===== src/rtl/exc_pkg.sv =====
package exc_pkg;

  typedef enum logic [3:0] {
    EXC_NONE = 4'd0,
    EXC_SRST = 4'd1,
    EXC_MCHK = 4'd2,
    EXC_PROG = 4'd3,
    EXC_FPEN = 4'd4,
    EXC_TRAP = 4'd5,
    EXC_SYSC = 4'd6,
    EXC_SMI  = 4'd7,
    EXC_EXT  = 4'd8,
    EXC_DEC  = 4'd9
  } exc_code_t;

  typedef enum logic [1:0] {
    FK_PROG = 2'd0,
    FK_FPEN = 2'd1,
    FK_TRAP = 2'd2,
    FK_SYSC = 2'd3
  } flt_kind_t;

endpackage


===== src/rtl/nmi_capture.sv =====
module nmi_capture #(
  parameter int N = 2
) (
  input  logic         clk,
  input  logic         rst_n,
  input  logic [N-1:0] line,
  input  logic [N-1:0] clr,
  output logic [N-1:0] req
);

  for (genvar i = 0; i < N; i++) begin : g_line
    logic prev_q, pend_q, pend_d, rise;

    always_comb begin
      rise   = line[i] & ~prev_q;
      req[i] = pend_q | rise;
      pend_d = (pend_q | rise) & ~clr[i];
    end

    always_ff @(posedge clk or negedge rst_n) begin
      if (!rst_n) begin
        prev_q <= 1'b0;
        pend_q <= 1'b0;
      end else begin
        prev_q <= line[i];
        pend_q <= pend_d;
      end
    end
  end

endmodule


===== src/rtl/exc_pick.sv =====
module exc_pick
  import exc_pkg::*;
#(
  parameter int AW         = 32,
  parameter int INSN_BYTES = 4
) (
  input  logic [1:0]    nmi_req,   // [0] system reset, [1] machine check
  input  logic          ee,
  input  logic          busy,
  input  logic [AW-1:0] nxt_pc,
  input  logic          cmp_valid,
  input  logic [AW-1:0] cmp_pc,
  input  logic          flt_valid,
  input  logic [1:0]    flt_kind,
  input  logic [AW-1:0] flt_pc,
  input  logic          irq_smi,
  input  logic          irq_ext,
  input  logic          irq_dec,
  output logic          take,
  output logic [3:0]    code,
  output logic [AW-1:0] restart,
  output logic          lose_ri,
  output logic [1:0]    nmi_clr
);

  localparam logic [AW-1:0] STEP = AW'(INSN_BYTES);

  logic          slot_ok;
  logic          mid_flight;
  logic [AW-1:0] base_pc;

  always_comb begin
    slot_ok    = cmp_valid | ~busy;
    mid_flight = busy & ~cmp_valid & ~flt_valid;
    base_pc    = flt_valid ? flt_pc : (cmp_valid ? cmp_pc + STEP : nxt_pc);

    take    = 1'b1;
    code    = EXC_NONE;
    restart = base_pc;
    lose_ri = 1'b0;
    nmi_clr = 2'b00;

    if (nmi_req[0]) begin
      code       = EXC_SRST;
      nmi_clr[0] = 1'b1;
      lose_ri    = mid_flight;
    end else if (nmi_req[1]) begin
      code       = EXC_MCHK;
      nmi_clr[1] = 1'b1;
      lose_ri    = mid_flight;
    end else if (flt_valid) begin
      case (flt_kind)
        FK_PROG: code = EXC_PROG;
        FK_FPEN: code = EXC_FPEN;
        FK_TRAP: begin code = EXC_TRAP; restart = flt_pc + STEP; end
        default: begin code = EXC_SYSC; restart = flt_pc + STEP; end
      endcase
    end else if (ee & slot_ok & irq_smi) begin
      code = EXC_SMI;
    end else if (ee & slot_ok & irq_ext) begin
      code = EXC_EXT;
    end else if (ee & slot_ok & irq_dec) begin
      code = EXC_DEC;
    end else begin
      take = 1'b0;
    end
  end

endmodule


===== src/rtl/exc_state.sv =====
module exc_state
  import exc_pkg::*;
#(
  parameter int          AW        = 32,
  parameter int          SW        = 16,
  parameter int          EE_BIT    = 15,
  parameter int          RI_BIT    = 1,
  parameter int          VEC_SHIFT = 8,
  parameter logic [63:0] VEC_BASE  = 64'h0,
  parameter logic [63:0] STAT_RST  = 64'h0
) (
  input  logic          clk,
  input  logic          rst_n,
  input  logic          take,
  input  logic [3:0]    code,
  input  logic [AW-1:0] restart,
  input  logic          lose_ri,
  input  logic          rfi,
  input  logic          stat_we,
  input  logic [SW-1:0] stat_wdata,
  output logic          redir_valid,
  output logic [AW-1:0] redir_pc,
  output logic [3:0]    exc_code,
  output logic [SW-1:0] status,
  output logic [AW-1:0] save0,
  output logic [SW-1:0] save1
);

  localparam logic [AW-1:0] VBASE = AW'(VEC_BASE);
  localparam logic [SW-1:0] SRST  = SW'(STAT_RST);

  logic [SW-1:0] stat_d, sv1_d;
  logic          stat_en;
  logic          rdv_d;
  logic [AW-1:0] rdpc_d;
  logic [3:0]    code_d;

  always_comb begin
    stat_d  = status;
    stat_en = 1'b0;
    sv1_d   = status;
    rdv_d   = 1'b0;
    rdpc_d  = redir_pc;
    code_d  = EXC_NONE;
    if (take) begin
      if (lose_ri) sv1_d[RI_BIT] = 1'b0;
      stat_d[EE_BIT] = 1'b0;
      stat_d[RI_BIT] = 1'b0;
      stat_en = 1'b1;
      rdv_d   = 1'b1;
      rdpc_d  = VBASE + (AW'(code) << VEC_SHIFT);
      code_d  = code;
    end else if (rfi) begin
      stat_d  = save1;
      stat_en = 1'b1;
      rdv_d   = 1'b1;
      rdpc_d  = save0;
    end else if (stat_we) begin
      stat_d  = stat_wdata;
      stat_en = 1'b1;
    end
  end

  always_ff @(posedge clk or negedge rst_n) begin
    if (!rst_n) begin
      status      <= SRST;
      save0       <= '0;
      save1       <= '0;
      redir_valid <= 1'b0;
      redir_pc    <= '0;
      exc_code    <= EXC_NONE;
    end else begin
      if (stat_en) status <= stat_d;
      if (take) begin
        save0 <= restart;
        save1 <= sv1_d;
      end
      redir_valid <= rdv_d;
      if (rdv_d) redir_pc <= rdpc_d;
      exc_code    <= code_d;
    end
  end

endmodule


===== src/rtl/exc_sequencer.sv =====
module exc_sequencer #(
  parameter int          AW         = 32,
  parameter int          SW         = 16,
  parameter int          EE_BIT     = 15,
  parameter int          RI_BIT     = 1,
  parameter int          INSN_BYTES = 4,
  parameter int          VEC_SHIFT  = 8,
  parameter logic [63:0] VEC_BASE   = 64'h0,
  parameter logic [63:0] STAT_RST   = 64'h0
) (
  input  logic          clk,
  input  logic          rst_n,
  input  logic          busy,
  input  logic [AW-1:0] nxt_pc,
  input  logic          cmp_valid,
  input  logic [AW-1:0] cmp_pc,
  input  logic          flt_valid,
  input  logic [1:0]    flt_kind,
  input  logic [AW-1:0] flt_pc,
  input  logic          irq_ext,
  input  logic          irq_smi,
  input  logic          irq_dec,
  input  logic          mchk,
  input  logic          sreset,
  input  logic          rfi,
  input  logic          stat_we,
  input  logic [SW-1:0] stat_wdata,
  output logic          redir_valid,
  output logic [AW-1:0] redir_pc,
  output logic [3:0]    exc_code,
  output logic [SW-1:0] status,
  output logic [AW-1:0] save0,
  output logic [SW-1:0] save1
);

  localparam int NMI_N = 2;

  logic [NMI_N-1:0] nmi_req, nmi_clr;
  logic             take, lose_ri;
  logic [3:0]       code;
  logic [AW-1:0]    restart;

  nmi_capture #(.N(NMI_N)) u_nmi (
    .clk   (clk),
    .rst_n (rst_n),
    .line  ({mchk, sreset}),
    .clr   (nmi_clr),
    .req   (nmi_req)
  );

  exc_pick #(.AW(AW), .INSN_BYTES(INSN_BYTES)) u_pick (
    .nmi_req   (nmi_req),
    .ee        (status[EE_BIT]),
    .busy      (busy),
    .nxt_pc    (nxt_pc),
    .cmp_valid (cmp_valid),
    .cmp_pc    (cmp_pc),
    .flt_valid (flt_valid),
    .flt_kind  (flt_kind),
    .flt_pc    (flt_pc),
    .irq_smi   (irq_smi),
    .irq_ext   (irq_ext),
    .irq_dec   (irq_dec),
    .take      (take),
    .code      (code),
    .restart   (restart),
    .lose_ri   (lose_ri),
    .nmi_clr   (nmi_clr)
  );

  exc_state #(
    .AW(AW), .SW(SW), .EE_BIT(EE_BIT), .RI_BIT(RI_BIT),
    .VEC_SHIFT(VEC_SHIFT), .VEC_BASE(VEC_BASE), .STAT_RST(STAT_RST)
  ) u_state (
    .clk         (clk),
    .rst_n       (rst_n),
    .take        (take),
    .code        (code),
    .restart     (restart),
    .lose_ri     (lose_ri),
    .rfi         (rfi),
    .stat_we     (stat_we),
    .stat_wdata  (stat_wdata),
    .redir_valid (redir_valid),
    .redir_pc    (redir_pc),
    .exc_code    (exc_code),
    .status      (status),
    .save0       (save0),
    .save1       (save1)
  );

endmodule


===== config.mk =====
export PLATFORM = sky130hd
export DESIGN_NAME = exc_sequencer
export DESIGN_NICKNAME = d
export VERILOG_FILES = /design/src/rtl/exc_pkg.sv /design/src/rtl/nmi_capture.sv /design/src/rtl/exc_pick.sv /design/src/rtl/exc_state.sv /design/src/rtl/exc_sequencer.sv
export SDC_FILE = /design/constraint.sdc
export NUM_CORES = 1
export LEC_CHECK = 0
export ABC_AREA = 1
export BUFFER_PORTS_ARGS = -buffer_cell sky130_fd_sc_hd__clkbuf_2
export CAP_MARGIN = 20
export CORE_MARGIN = 2
export CORE_UTILIZATION = 55
export CTS_CLUSTER_SIZE = 40
export DETAILED_ROUTE_END_ITERATION = 10
export GPL_TIMING_DRIVEN = 0
export PLACE_DENSITY = 0.93
export SYNTH_ARGS = -nofsm -noshare
export SYNTH_HDL_FRONTEND = slang
export SYNTH_SLANG_ARGS = --single-unit

===== constraint.sdc =====
create_clock -name clk -period 4.3 [get_ports clk]
set_input_delay 0.645 -clock clk [delete_from_list [all_inputs] [get_ports clk]]
set_output_delay 0.645 -clock clk [all_outputs]
set_load 0.05 [all_outputs]

==> results of run 1 <==
per-stage QoR:
step	power [mW]	setup slack (ns)	hold WS (ns)	area (sq um)	utilization, %
2_1_floorplan	2.11	2.38	0.349	6750	-
3_3_place_gp	2.48	1.30	0.465	8070	67.1
3_5_place_dp	2.51	1.77	0.479	8100	67.4
4_1_cts	3.34	2.13	0.336	8410	70.0
5_1_grt	3.49	1.95	0.365	8410	70.0
6_report	3.36	2.06	0.307	8410	70.0
cell usage after synthesis, types with 4 or more instances:
cell type,number
buf_4,17
nand3b_1,12
clkbuf_1,16
nand2_1,335
o21ai_0,85
o21ai_1,24
nand4_1,19
ha_1,5
nor2_2,9
xnor2_1,5
dfrtp_1,104
nand3_1,81
o211ai_1,4
o21bai_1,4
a21oi_1,22
a221oi_1,4
inv_1,86
buf_6,6
nor2_1,108
buf_2,10
xor2_1,6
nand2_2,5
nor3_1,7
state kept, by name (all words and copies together), names as in the netlist:
signal / flops
u_nmi.g_line.pend_q: 1
u_nmi.g_line.prev_q: 2
u_state.exc_code: 4
u_state.redir_pc: 32
u_state.redir_valid: 1
u_state.save0: 32
u_state.save1: 16
u_state.status: 16
layer usage:
metal	vias up	global-route usage [%]
met4	0	16.1
li1	3714	-
met1	3695	52.2
met2	555	64.3
met5	-	0
met3	80	5.75
power groups by stage:
stage	clock network (mW)	logic, mW	registers, mW
floorplan	0	0.500	1.61
global placement	0	1.25	1.23
detailed placement	0	1.27	1.24
CTS	0.837	1.28	1.22
global route	0.874	1.38	1.24
finish	0.842	1.30	1.22
worst paths after layout:
kind                                         from                      to  slack, ns  depth (start not counted)
setup / recovery                      flt_kind[0]       u_state.save0[20]       2.06                         13
hold reg to reg              u_state.redir_pc[24]    u_state.redir_pc[24]       0.49                          2
max in group asynchronous                   rst_n       u_state.save0[30]       3.29                          2
hold / removal                              rst_n        u_state.save1[7]       0.31                          1
setup reg to reg           u_nmi.g_line[0].prev_q       u_state.save0[20]       2.30                         11
min in group clk                           sreset  u_nmi.g_line[0].prev_q       0.45                          1
final cells by class:
cell class	count	share of cell area, %
well taps	147	2.19
inverters	89	4.03
clock inverters	7	1.01
repair buffers	227	13.8
multi-input cells	757	41.5
plain buffers	53	3.84
clock buffers	9	2.68
flip-flops and latches	104	31.0
cells by family (layout without fill, tap and decap cells):
kind of cell | after synthesis | after routing
buffers and inverters | 142 | 385
and+or+nand+nor | 583 | 583
adders and majority gates | 5 | 5
DFF | 104 | 104
xor gates and xnor gates | 11 | 11
AOI/OAI and AO/OA | 158 | 158
==> results.yml, run 1 <==
run_status:
  status: "finished clean"
pwr:
  leakagePower_nw: 4.45
  p_sw_mw: 1.50
  p_per_area_nw_per_um2: 400
  combPwrFrac_pct: 38.6
  ir_drop_v: 0.000303
  pwr-share-seq_pct: 36.4
  pwr-share-clk_pct: 25.0
  internal_power_mw: 1.86
  sw_frac_of_total_pct: 44.6
job:
  drv_cap: 0
clock_tree:
  cts_buffer_depth: 2
  cts_buffers: 9
  hold_buffers: 0
  htreeDepth: 3
  root_buffer: "clkbuf_16"
  cts_setup_buffers: 0
  clock_sinks: 104
  tritoncts: "built"
  post_cts_resized: 0
  clkTransAtPathRegs_ns: 0.09
  worstSkewPairLatency_ns: 0.35
logic_synthesis:
  synth.area.top_cells: "dfrtp_1, nand2_1, o21ai_0, nand3_1, nor2_1"
  synthSimpleGateAreaFrac_pct: 36.4
  synth_ff_type: "dfrtp_1"
  synth_top_family_by_area: "simple AND/OR/NAND/NOR gates"
  async_reset_ff_share_pct: 100
  muxShareOfSynthArea_pct: 0
  ys_seq_area_share_pct: 38.6
  ys_seq_elements: 104
  yosys.area_share.adder_pct: 0.927
  synth_cell_types: 41
  yosysTopAreaCell: "dfrtp_1"
  synth-edff-count: 0
  synth_compound_area_share_pct: 12.8
  syn_area_sq_um: 6750
  synth_cells: 1003
  ys_warn_count: 0
  synth-xor-area-share_pct: 1.43
  yosysTopAreaCellShare_pct: 38.6
  synth_nets: 1134
  syn_avg_cell_area_sq_um: 6.73
global_route:
  grt_pass1_vias: 7489
  grt_max_degree: 63
  gr-total-overflow: 0
  antenna_found_initial: 0
  grt_pass1_wl_um: 39500
  track_usage_pct: 39.1
final_layout:
  layout-drive-gt1-share_pct: 24.3
  layout_commonest_cell: "nand2_1"
  register_area_sq_um: 2600
  multi_input_area_sq_um: 3490
  layout_common_cells: "nand2_1, clkbuf_2, nor2_1"
  fill_cells: 1002
  antenna-diode-count: 0
  fin_nets: 1372
  instances_no_fill: 1393
  syn_to_final_growth_pct: 24.5
sta:
  min_period_ns: 2.24
  setup_viol: 0
  slew_viol_final: 0
  max_freq_mhz: 446
  grt_setup_unrepaired: "no"
  layout_worst_path_cycle_share_pct: 52.1
  tns_ns: 0
  slew_headroom_pct: 51.4
  tightest_slew_ns: 0.729
  hold_violations: 0
  clock_skew_ns: 0.0146
critical_path:
  path_max_fanout: 10
  startpoint_type: "input port"
  critPathKind: "input port to flop"
  endpoint_kind: "flop"
  crit_path_max_incr_delay_ns: 0.30
  crit_chain: "clkbuf_2, inv_1, ha_1, nor2_1, inv_1, nor2_2, buf_2, nand2_1, nand2_1, nand3_1, nand2_1, nand2_1, nand2_1"
  cp_slowest_cell: "buf_2"
  cp_common_cell: "nand2_1"
  cp.required_ns: 4.59
  crit_family: "simple AND/OR/NAND/NOR gates"
  worst_ep_arrival_time_ns: 2.53
  worst-path-buf-inv: 4
die:
  die_w_um: 115
  die_height_um: 115
  core-area_sq_um: 12000
  ioPinCount: 227
  start_util_pct: 56.2
  core.rowCount: 40
  dieArea_sq_um: 13200
drt:
  wl_met3_um: 2460
  vias_per_cell: 5.77
  ant_nets: 0
  drtIter0Drc: 999
  totalWireLength_um: 25500
  drt-met1-wl_um: 10000
  dr.max_layer_used: "met4"
  num_vias: 8044
  dr_wl_met2_um: 11900
  drt-pass1-iter-count: 8
  drc_errors: 0
  detail_route.wl_per_cell_um: 18.3
placed_design:
  port_buffers: 226
  place_inst: 1377
  place_congestion: 1.06
  dp_hpwl_um: 19800
min_path:
  hp-class: "input port to async pin"
Note: power is estimated with default switching activity, not from simulation.
==> inputs of run 2 (changes only) <==
ABC_AREA = 0   (was 1)
CORE_UTILIZATION = 50   (was 55)
PLACE_DENSITY = 0.88   (was 0.93)
clock period = 2.2 ns   (was 4.3 ns; I/O delays follow)
==> results.yml, run 2 <==
logic_synthesis:
  synth_cells: 678
  async_reset_ff_share_pct: 100
  synth_cell_types: 55
  synth-edff-count: 0
  synth.most_common_cell: "dfrtp_1"
  synth_nets: 809
  ys_seq_area_share_pct: 42.9
  yosysTopAreaCellShare_pct: 42.9
  synth_ff_type: "dfrtp_1"
  yosysTopAreaCell: "dfrtp_1"
  syn_avg_cell_area_sq_um: 8.95
  ys_top_cells_by_count: "dfrtp_1, nand2_1, nor2_1"
  syn_area_sq_um: 6070
  synth.area.top_cells: "dfrtp_1, mux2i_1, nand2_1, nor2_1, xnor2_1"
  ys_seq_elements: 104
  ys_warn_count: 0
sta:
  min_period_ns: 2.10
  slew_viol_final: 0
  hold_violations: 0
  slew_headroom_pct: 43.2
  fin_ws_ns: 0.0950
  tightest_slew_ns: 0.852
  clock_skew_ns: 0.00831
  max_freq_mhz: 475
  setup_viol: 0
  grt_setup_unrepaired: "yes"
  timing.hold.ws_ns: 0.0757
  tns_ns: 0
  layout_worst_path_cycle_share_pct: 95.7
clock_tree:
  clock_sinks: 104
  root_buffer: "clkbuf_16"
  htreeDepth: 3
  cts_buffer_depth: 2
  cts_buffers: 9
  hold_buffers: 0
  worstSkewPairLatency_ns: 0.35
  tritoncts: "built"
  clkTransAtPathRegs_ns: 0.07
pwr:
  ir_drop_v: 0.000333
  p_per_area_nw_per_um2: 780
  design_power_total_mw: 6.03
  leakagePower_nw: 3.84
die:
  die_w_um: 114
  die_height_um: 114
  start_util_pct: 50.9
  ioPinCount: 227
  dieArea_sq_um: 13000
  core-area_sq_um: 11900
  core.rowCount: 40
critical_path:
  path_max_fanout: 10
  critPathCapture: "u_state.save0[29]"
  endpoint_kind: "flop"
  worst_ep_arrival_time_ns: 2.33
  startpoint_type: "flop"
  regToRegStartpoint: "u_nmi.g_line[0].prev_q"
  startpoint: "u_nmi.g_line[0].prev_q"
  cp.required_ns: 2.43
  critPathKind: "flop to flop"
  rrSetupSlack_ns: 0.1
  worstRegToRegCells: 7
  reg2reg_to: "u_state.save0[29]"
global_route:
  grt_pass1_vias: 5755
  gr-total-overflow: 0
  track_usage_pct: 29.6
  antenna_found_initial: 0
  grt_pass1_wl_um: 29800
  grt_max_degree: 105
placed_design:
  place_area_sq_um: 7390
  port_buffers: 225
  pre_cts_slack_ns: -0.415
  dp_hpwl_um: 15100
  place_congestion: 0.901
  place_inst: 1050
final_layout:
  layout_commonest_cell: "clkbuf_2"
  fin_nets: 1046
  layout_common_cells: "clkbuf_2, dfrtp_1, nand2_1"
  final_area_sq_um: 7720
  syn_to_final_growth_pct: 27.3
  layout-drive-gt1-share_pct: 31.3
  antenna-diode-count: 0
  reg_top3: "u_state.redir_pc (32), u_state.save0 (32)"
  fill_cells: 981
  instances_no_fill: 1066
  final_util_pct: 64.8
drt:
  totalWireLength_um: 19400
  drc_errors: 0
  vias_per_cell: 5.58
  drtIter0Drc: 534
  num_vias: 5948
  ant_nets: 0
  drt-pass1-iter-count: 5
  detail_route.wl_per_cell_um: 18.2
min_path:
  hp-class: "input port to async pin"
job:
  drv_cap: 0
run_status:
  status: "finished clean"
[run 2: cell count changes after synthesis, sizes merged, moves of 11 or more]
cell,delta
a211oi,+16
nand2,-248
nand3,-59
nand3b,-11
buf,-14
o21ai,-68
xor2,+13
nor2,-32
xnor2,+28
inv,-72
mux2i,+52
[run 2: worst min path at each step]
stage / startpoint / end / slack [ns] / depth (start not counted)
after global placement: mchk / u_nmi.g_line[1].prev_q / 0.47 / 1
after detailed placement: mchk / u_nmi.g_line[1].prev_q / 0.47 / 1
after global routing: mchk / u_nmi.g_line[1].prev_q / 0.11 / 1
final: rst_n / u_state.status[3] / 0.08 / 1
after floorplan: rst_n / u_nmi.g_line[0].prev_q / 0.03 / 0
after CTS: mchk / u_nmi.g_line[1].prev_q / 0.12 / 1
[run 2: metal layers]
metal,vias to the layer above,part of all wire (%),routed length (um),global-route usage [%]
met1,2772,41,7900,37.8
met4,0,1.9,377,10.1
li1,2831,-,-,-
met3,34,8.8,1710,6.41
met2,311,48,9390,50.1
met5,-,0,0,0
[run 2: kinds of logic after synthesis]
logic type	synth area share, %
DFF	42.9
and+or+nand+nor	21.4
AOI/OAI and AO/OA	13.1
buffers and inverters	5.18
adders and majority gates	1.03
muxes	8.95
xor gates and xnor gates	7.51
[run 2: power by group]
part | total (mW) | internal, mW | leakage [nW] | switching (mW)
logic | 2.14 | 0.594 | 2.39 | 1.55
registers | 2.37 | 2.16 | 1.33 | 0.209
clock network | 1.51 | 0.825 | 0.128 | 0.689
total | 6.03 | 3.58 | 3.84 | 2.44
[run 2: critical path, cell delays in order, from the launching register on]
cell	delay, ns
dfrtp_1	0.36
nand2b_2	0.17
nand4_1	0.19
or4_4	0.56
buf_6	0.17
nor3_2	0.14
xor2_1	0.09
a221o_1	0.31
[run 2: timing repair]
action / CTS / global route
gates resized for setup: 4 / 17
setup buffers: 1 / 0
pin swaps: 1 / 3
setup endpoints to repair: 44 / 26
[run 2: cell type report]
| cell class | count | area [sq um] | area share [%] |
|---|---|---|---|
| plain buffers | 49 | 258 | 3.34 |
| clock buffers | 13 | 260 | 3.37 |
| clock inverters | 2 | 15.0 | 0.194 |
| inverters | 17 | 63.8 | 0.826 |
| multi-input cells | 508 | 3200 | 41.4 |
| flip-flops and latches | 104 | 2600 | 33.7 |
| well taps | 147 | 184 | 2.38 |
| repair buffers | 226 | 1140 | 14.8 |
